**config.mk**
```make
export PLATFORM = sky130hd
export DESIGN_NAME = sq_wb
export DESIGN_NICKNAME = d
export VERILOG_FILES = /design/src/rtl/sq_wb.sv
export SDC_FILE = /design/constraint.sdc
export NUM_CORES = 2
export LEC_CHECK = 0
export ABC_AREA = 0
export CORE_MARGIN = 2
export CORE_UTILIZATION = 24
export CTS_CLUSTER_DIAMETER = 30
export DETAILED_ROUTE_END_ITERATION = 10
export PLACE_DENSITY = 0.42
export SLEW_MARGIN = 20
export SYNTH_ARGS = -nofsm -noshare
export SYNTH_HDL_FRONTEND = slang
export SYNTH_SLANG_ARGS = --single-unit
```
**constraint.sdc**
```tcl
create_clock -name clk -period 17.54 [get_ports clk]
set_clock_uncertainty 0.15 [all_clocks]
set_input_delay 4.385 -clock clk [delete_from_list [all_inputs] [get_ports clk]]
set_output_delay 4.385 -clock clk [all_outputs]
set_load 0.03 [all_outputs]
```
**src/rtl/sq_wb.sv**
```systemverilog
module sq_wb #(
  parameter int DEPTH  = 6,
  parameter int SEQ_W  = 16,
  parameter int ADDR_W = 32,
  parameter int DATA_W = 64,
  parameter int SIZE_W = 4,
  parameter int FW     = 5
) (
  input  logic              clk,
  input  logic              rst,
  input  logic              alloc_valid,
  input  logic [SEQ_W-1:0]  alloc_seq,
  output logic [$clog2(DEPTH+1)-1:0] alloc_idx,
  input  logic              exec_valid,
  input  logic [$clog2(DEPTH+1)-1:0] exec_idx,
  input  logic [ADDR_W-1:0] exec_addr,
  input  logic [DATA_W-1:0] exec_data,
  input  logic [SIZE_W-1:0] exec_size,
  input  logic              commit_valid,
  input  logic [SEQ_W-1:0]  commit_seq,
  input  logic              squash_valid,
  input  logic [SEQ_W-1:0]  squash_seq,
  output logic              req_valid,
  input  logic              req_ready,
  output logic [$clog2(DEPTH+1)-1:0] req_idx,
  output logic [ADDR_W-1:0] req_addr,
  output logic [DATA_W-1:0] req_data,
  output logic [SIZE_W-1:0] req_size,
  input  logic              resp_valid,
  input  logic [$clog2(DEPTH+1)-1:0] resp_idx,
  input  logic [FW-1:0]     lq_raw_free,
  output logic [FW-1:0]     free_count
);
  localparam int SLOTS = DEPTH + 1;
  localparam int PW    = $clog2(SLOTS);

  logic [PW-1:0]     head, tail, wb, head_n, tail_n, wb_n;
  logic [SLOTS-1:0]  elig, done, exd, elig_n, done_n, exd_n;
  logic [SEQ_W-1:0]  seq_q  [SLOTS];
  logic [ADDR_W-1:0] addr_q [SLOTS];
  logic [DATA_W-1:0] data_q [SLOTS];
  logic [SIZE_W-1:0] size_q [SLOTS];
  logic [PW:0]       cnt, sq_raw;
  logic [FW-1:0]     sq_raw_w;
  logic              wb_live, zero_skip, alloc_ok;

  function automatic logic [PW-1:0] add(input logic [PW-1:0] a, input logic [PW:0] b);
    logic [PW:0] s;
    s = {1'b0, a} + b;
    if (s >= (PW+1)'(SLOTS)) s = s - (PW+1)'(SLOTS);
    return s[PW-1:0];
  endfunction

  assign cnt = (tail >= head) ? {1'b0, tail} - {1'b0, head}
                              : {1'b0, tail} + (PW+1)'(SLOTS) - {1'b0, head};
  assign sq_raw     = (PW+1)'(SLOTS) - cnt;
  assign sq_raw_w   = FW'(sq_raw);
  assign free_count = ((lq_raw_free < sq_raw_w) ? lq_raw_free : sq_raw_w) - FW'(1);

  assign alloc_idx = tail;
  assign alloc_ok  = alloc_valid && !squash_valid && (cnt < (PW+1)'(DEPTH));
  assign wb_live   = (wb != tail) && elig[wb] && exd[wb];
  assign zero_skip = wb_live && (size_q[wb] == '0);
  assign req_valid = wb_live && (size_q[wb] != '0);
  assign req_idx   = wb;
  assign req_addr  = addr_q[wb];
  assign req_data  = data_q[wb];
  assign req_size  = size_q[wb];

  always_comb begin
    logic          run;
    logic [PW-1:0] ix;
    elig_n = elig;
    done_n = done;
    exd_n  = exd;
    head_n = head;
    tail_n = tail;
    wb_n   = wb;
    run    = 1'b1;
    ix     = '0;
    if (exec_valid) exd_n[exec_idx] = 1'b1;
    if (resp_valid) done_n[resp_idx] = 1'b1;
    if (zero_skip) begin
      done_n[wb] = 1'b1;
      wb_n = add(wb, (PW+1)'(1));
    end else if (req_valid && req_ready) begin
      wb_n = add(wb, (PW+1)'(1));
    end
    if (commit_valid) begin
      run = 1'b1;
      for (int i = 0; i < SLOTS; i++) begin
        ix = add(head, (PW+1)'(i));
        if (run && ((PW+1)'(i) < cnt) && !elig[ix]) begin
          if (seq_q[ix] <= commit_seq) elig_n[ix] = 1'b1;
          else run = 1'b0;
        end
      end
    end
    run = 1'b1;
    for (int i = 0; i < SLOTS; i++) begin
      ix = add(head, (PW+1)'(i));
      if (run && ((PW+1)'(i) < cnt) && done[ix]) head_n = add(head, (PW+1)'(i + 1));
      else run = 1'b0;
    end
    if (squash_valid) begin
      run = 1'b1;
      for (int i = SLOTS - 1; i >= 0; i--) begin
        if (run && ((PW+1)'(i) < cnt)) begin
          ix = add(head, (PW+1)'(i));
          if (seq_q[ix] > squash_seq && !elig[ix]) tail_n = ix;
          else run = 1'b0;
        end
      end
    end
    if (alloc_ok) begin
      tail_n       = add(tail, (PW+1)'(1));
      elig_n[tail] = 1'b0;
      done_n[tail] = 1'b0;
      exd_n[tail]  = 1'b0;
    end
  end

  always_ff @(posedge clk) begin
    if (rst) begin
      head <= '0;
      tail <= '0;
      wb   <= '0;
      elig <= '0;
      done <= '0;
      exd  <= '0;
    end else begin
      head <= head_n;
      tail <= tail_n;
      wb   <= wb_n;
      elig <= elig_n;
      done <= done_n;
      exd  <= exd_n;
    end
  end

  always_ff @(posedge clk) begin
    if (alloc_ok) seq_q[tail] <= alloc_seq;
    if (exec_valid) begin
      addr_q[exec_idx] <= exec_addr;
      data_q[exec_idx] <= exec_data;
      size_q[exec_idx] <= exec_size;
    end
  end
endmodule

```
== After elaboration in Yosys (flattened, before gate mapping) ==
Memory sizes are Yosys's and may differ from the RTL's. A register that Yosys moved wholly into a read port is not among the register bits.
Index checks and enable logic that the tools add are counted.

* Bits of input ports: 167
* Word-level logic and storage cells: 402
* Flip-flop bits (word level): 30
* Bits in writable memories: 812
* Memories: 4
* Output and inout bits: 112

{| class="wikitable"
|+ Memory list
! memory !! depth !! width !! rd ports !! clocked after Yosys merged registers in !! wr ports !! line !! text
|-
| data_q || 7 || 64 || 1 || 1 || 1 || 41 || <nowiki>logic [DATA_W-1:0] data_q [SLOTS];</nowiki>
|-
| addr_q || 7 || 32 || 1 || 1 || 1 || 40 || <nowiki>logic [ADDR_W-1:0] addr_q [SLOTS];</nowiki>
|-
| seq_q || 7 || 16 || 7 || 0 || 1 || 39 || <nowiki>logic [SEQ_W-1:0] seq_q [SLOTS];</nowiki>
|-
| size_q || 7 || 4 || 1 || 1 || 1 || 42 || <nowiki>logic [SIZE_W-1:0] size_q [SLOTS];</nowiki>
|}

* Mux-type cells: 206
* Magnitude comparators: 70
* Eq/ne operators: 1
* Add/sub/neg operators: 24
* Reduce and logical (&&, ||, !) cells: 77
* Bitwise logic cells: 14

{| class="wikitable"
|+ Operators by type and width
! kind !! count
|-
| two-way mux 3 bit || 63
|-
| two-way mux 7 bit || 27
|-
| greater-than comparator 16 bit || 7
|-
| less-or-equal comparator 16 bit || 7
|-
| less-than comparator 3 x 4 -> 1 bit (second input constant) || 25
|-
| two-way mux 1 bit || 80
|-
| OR 7 bit || 10
|-
| binary-select mux 1 bit (select 3 bit) || 23
|-
| logical AND 1 bit || 57
|-
| >= comparator 4 x 3 -> 1 bit (second input constant) || 9
|-
| demux 1 bit (select 3 bit) || 11
|-
| >= comparator 3 x 1 -> 1 bit (second input constant) || 11
|-
| subtractor 3 bit (second input constant) || 10
|-
| AND 7 bit || 3
|-
| adder 3 x 3 -> 4 bit (second input constant) || 5
|-
| logical NOT 1 bit || 15
|-
| adder 3 x 1 -> 4 bit (second input constant) || 3
|-
| less-than comparator 3 x 4 -> 1 bit (first input constant) || 3
|-
| adder 3 x 2 -> 4 bit (second input constant) || 2
|-
| less-than comparator 1 x 4 -> 1 bit (first input constant) || 2
|-
| less-than comparator 2 x 4 -> 1 bit (first input constant) || 2
|-
| NOT 7 bit || 1
|-
| nonzero test 7 bit || 1
|-
| less-than comparator 5 x 4 -> 1 bit || 1
|-
| other kinds (13) || 14
|}

== Logic depth before layout (Yosys ltp) ==
* Word-level depth: 74
* Depth in mapped cells: 25
* Gate-level depth less buffers: 20

== Worst setup path after synthesis ==
Ideal clock, no wire load.

* Path type: input to register
* Start point: in exec_idx[1]
* End point: mem addr_q[0][0], enable pin
* Path buffers: 0
* Library setup time: 685 ps
* Setup slack: 5,328 ps
* Stages: 2
* Arrival: 11,377 ps
* Data required time: 16,705 ps
* Path through: nand2b_1 > nor3_1

{| class="wikitable"
|+ RTL lines
! element !! line !! text
|-
| from (decl) || 15 || <nowiki>input logic [$clog2(DEPTH+1)-1:0] exec_idx,</nowiki>
|-
| to (decl) || 40 ||
|}

Straight into the memory's write port.

== Worst setup path after layout ==
* Start point: in lq_raw_free[1]
* End point: out free_count[4]

* Word-level cells in the longest chain between the ends: 3

{| class="wikitable"
|+ Ends and longest elaborated chain
! element !! line !! text
|-
| from (decl) || 31 || <nowiki>input logic [FW-1:0] lq_raw_free,</nowiki>
|-
| less-than comparator 5 x 4 -> 1 bit || 58 || <nowiki>assign free_count = ((lq_raw_free < sq_raw_w) ? lq_raw_free : sq_raw_w) - FW'(1);</nowiki>
|-
| two-way mux 5 bit (*) || 58 ||
|-
| subtractor 5 x 1 -> 5 bit (*) || 58 ||
|-
| to (decl) || 32 || <nowiki>output logic [FW-1:0] free_count</nowiki>
|}

Every way passes the cells marked *; elsewhere a longest branch is shown, timed or not.

==> summary.txt <==
Timing
  • Final worst-path cycle share: roughly two thirds
  • Final setup fails: 0
  • Max Fclk: between 80 and 90 MHz
  • Setup TNS: 0 ns
  • Slew Limit Fails: 0
  • Relative slew margins: 12.36%
  • Slack of the critical path: 5.774 ns
  • Worst Max-Slew Pin Slew: approximately 1.3 ns
  • Min cycle time layout: approximately 12 ns
  • Hold Vio Cnt, Final: 0
  • Unrepaired setup endpoints after global routing: no
  • Final hold slack: 0.3115 ns

Route
  • WL/cell: around 25 µm
  • Post-route DRC violation count: 0
  • Initial drt markers: roughly 3.1k
  • Pre-Repair DR Iteration Count: 8
  • Via Count: 33.62k
  • Drt via density: about 5.0
  • Final WL: 167,400 µm
  • ANT nets after route: 0

Critical path
  • Worst reg-to-reg path cell count: 19
  • Crit Reg-Reg Startpoint: head[2]
  • Worst Setup SP: lq_raw_free[1]
  • R2R Path End: alloc_idx[0]
  • Required time of the critical path: 13.01 ns
  • Critical path endpoint category: primary output
  • R2R setup slack: about 9.7 ns
  • Crit path DAT: approximately 7.2 ns
  • Startpoint types: input port
  • Crit Path Max Fanout: 7
  • Critical path class: in -> out

Yosys
  • Yosys reg bits: 845
  • Share of the yosys chip area belonging to registers: a little over half
  • Area contributors post-synth: edfxtp_1 53%, mux4_2 7.4%, ha_1 6.9%
  • Fraction of registers with async set/reset: 0%
  • Syn Inst Count: between 3k and 4k
  • Post-synth EDFFs: between 800 and 900
  • Yosys warns: 0
  • Synth top area share: between 50% and 60%
  • Largest area contributor in the netlist: edfxtp_1
  • Ys flop type: edfxtp_1
  • Syn Nets: approximately 4.1k
  • Synth Area per Inst: 12.57 µm²
  • Netlist cell types: 98
  • Mapped Area: ~46,000 µm²

Floorplan
  • Initial Util: between 20% and 30%
  • IO Pins: between 200 and 300
  • DIE HEIGHT: 440.5 µm
  • Core footprint: 189,800 µm²
  • Site Rows: 160
  • Full die area: ~190,000 µm²
  • Die width: 440.5 µm

Global routing
  • Vias in the first global route: between 30k and 40k
  • GRT overflow: 0
  • First-pass GRT wire length: 239,500 µm
  • Largest net degree at the start of global routing: about 100
  • Initial antenna violation count: 24
  • Total track usage: 16.86%

Place
  • Placed Cells incl. Taps: roughly 6.3k
  • Pre-CTS setup slack: 5.767 ns
  • GPL Wtd Cong: 0.9123
  • Post-DP Area: 51,610 µm²
  • Hpwl dp: 108,900 µm
  • PortBufs: about 280

Clock network
  • Clk buf depth: 3
  • Post-cts resize count: 0
  • Root Buffer: clkbuf_16
  • Worst-Skew Late Latency: 0.80 ns
  • Clock sink count: about 850
  • CTS buffer count: between 200 and 250
  • H-tree depth: 4
  • # Post-CTS Setup Buffers: 0
  • Hold Buf Count CTS: 0
  • Reg clk slew, reported paths: roughly 0.04 ns
  • TritonCTS clock tree: done

Power and ir drop
  • Static Leak: between 15 and 20 nW
  • Pwr dens: 131.0 nW/µm²
  • Max VDD drop: between 0.00009 and 0.0001 V

Finish
  • Area Overhead vs Synth: 27.88%
  • Fin area: between 50,000 and 60,000 µm²
  • Commonest non-fill, non-tap cell in the layout: edfxtp_1
  • Fillers: about 19k
  • Net count, final: 4,407
  • Register area: 25,060 µm²
  • Area of the multi-input gates: between 15,000 and 20,000 µm²
  • Layout cells sized above 1: ~18%
  • Most frequent cells in the layout: 812 x edfxtp_1, 467 x nand2_1, 278 x clkdlybuf4s50_1, 254 x o21ai_0, 250 x ha_1
  • Non-Filler Instances: approximately 6.7k

Run status
  • Status: completed

Min path
  • Hold WC Path Type: reg -> reg
  • Endpoint, Worst Hold: exd[5]
  • Hold Startpoint: exd[5]
  • Worst hold path depth: 1

Flow run
  • Max-cap violations: 0
-- metrics by stage --
stage / power [mW] / utilization (%)
after floorplan: 3.343 / -
after global placement: 3.982 / 27.20
after detailed placement: 3.990 / 27.20
after CTS: 7.711 / 30.81
after global routing: 7.963 / 30.81
final: 7.659 / 30.81
-- cell usage after synthesis (11+ instances only) --
library cell	instances
mux2_2	114
and2_1	21
nand4_1	43
nor2b_1	23
a311o_1	11
o211ai_1	14
nand3_1	132
nor3_1	50
o221ai_1	12
mux2i_1	161
and3_1	12
o21ai_0	258
a21o_1	36
o31ai_1	13
a21oi_1	177
dfxtp_1	33
o21a_1	26
mux4_2	150
o22ai_1	100
a211oi_1	40
edfxtp_1	812
nor2_1	127
nand2_1	467
inv_1	68
nand2b_1	17
buf_2	13
and4_1	13
buf_1	50
a31oi_1	24
ha_1	251
clkbuf_1	140
-- sequential cells by signal (all words and copies together), names as in the netlist, named ones only --
signal     flops
head           3
data_q       448
req_idx        3
seq_q        112
done           7
elig           7
alloc_idx      3
size_q        28
exd            7
addr_q       224
-- worst max-delay path, cell delays in order --
cell             delay, ns
clkdlybuf4s50_1       0.43
ha_1                  0.30
a21o_1                0.16
a21o_1                0.18
a211o_1               0.39
mux2i_1               0.28
ha_1                  0.23
a21boi_0              0.18
clkdlybuf4s50_1       0.69
-- logic make-up after synthesis --
family	share of synthesized area, %
multiplexers	13.81
flip-flops	54.77
adder cells (fa/ha/maj)	7.043
XOR/XNOR	0.4871
buffers and inverters	2.465
AO/OA/AOI/OAI	11.85
AND/OR/NAND/NOR	9.580
-- how the worst max path moves through the flow --
stage | end | cells past startpoint
5_1_grt | free_count[4] | 9
6_report | free_count[4] | 9
3_3_place_gp | free_count[4] | 9
4_1_cts | free_count[4] | 9
2_1_floorplan | addr_q[0][0] | 2
3_5_place_dp | free_count[4] | 9
-- layer usage --
metal	share of wire [%]	GRT usage, %	up-vias
met5	0.12	0	-
li1	-	-	15020
met3	7.4	4.359	389
met1	42	21.42	16820
met4	3.5	6.138	30
met2	47	27.57	1361
-- power breakdown --
group | total, mW | internal, mW | switching (mW)
combinational | 1.63 | 0.560 | 1.07
clock | 3.67 | 2.46 | 1.20
sequential | 2.36 | 2.30 | 0.0578
-- area by class of cell --
| cell class | count | share of cell area [%] |
|---|---|---|
| Antenna cell | 1 | 0.004279 |
| Clock buffer | 221 | 8.803 |
| Clock inverter | 157 | 2.929 |
| Inverter | 72 | 0.4622 |
| Multi-Input combinational cell | 2511 | 33.79 |
| Sequential cell | 845 | 42.85 |
| Tap cell | 2511 | 5.373 |
| Timing Repair Buffer | 353 | 5.786 |
Power figures use the tool's default switching activity.
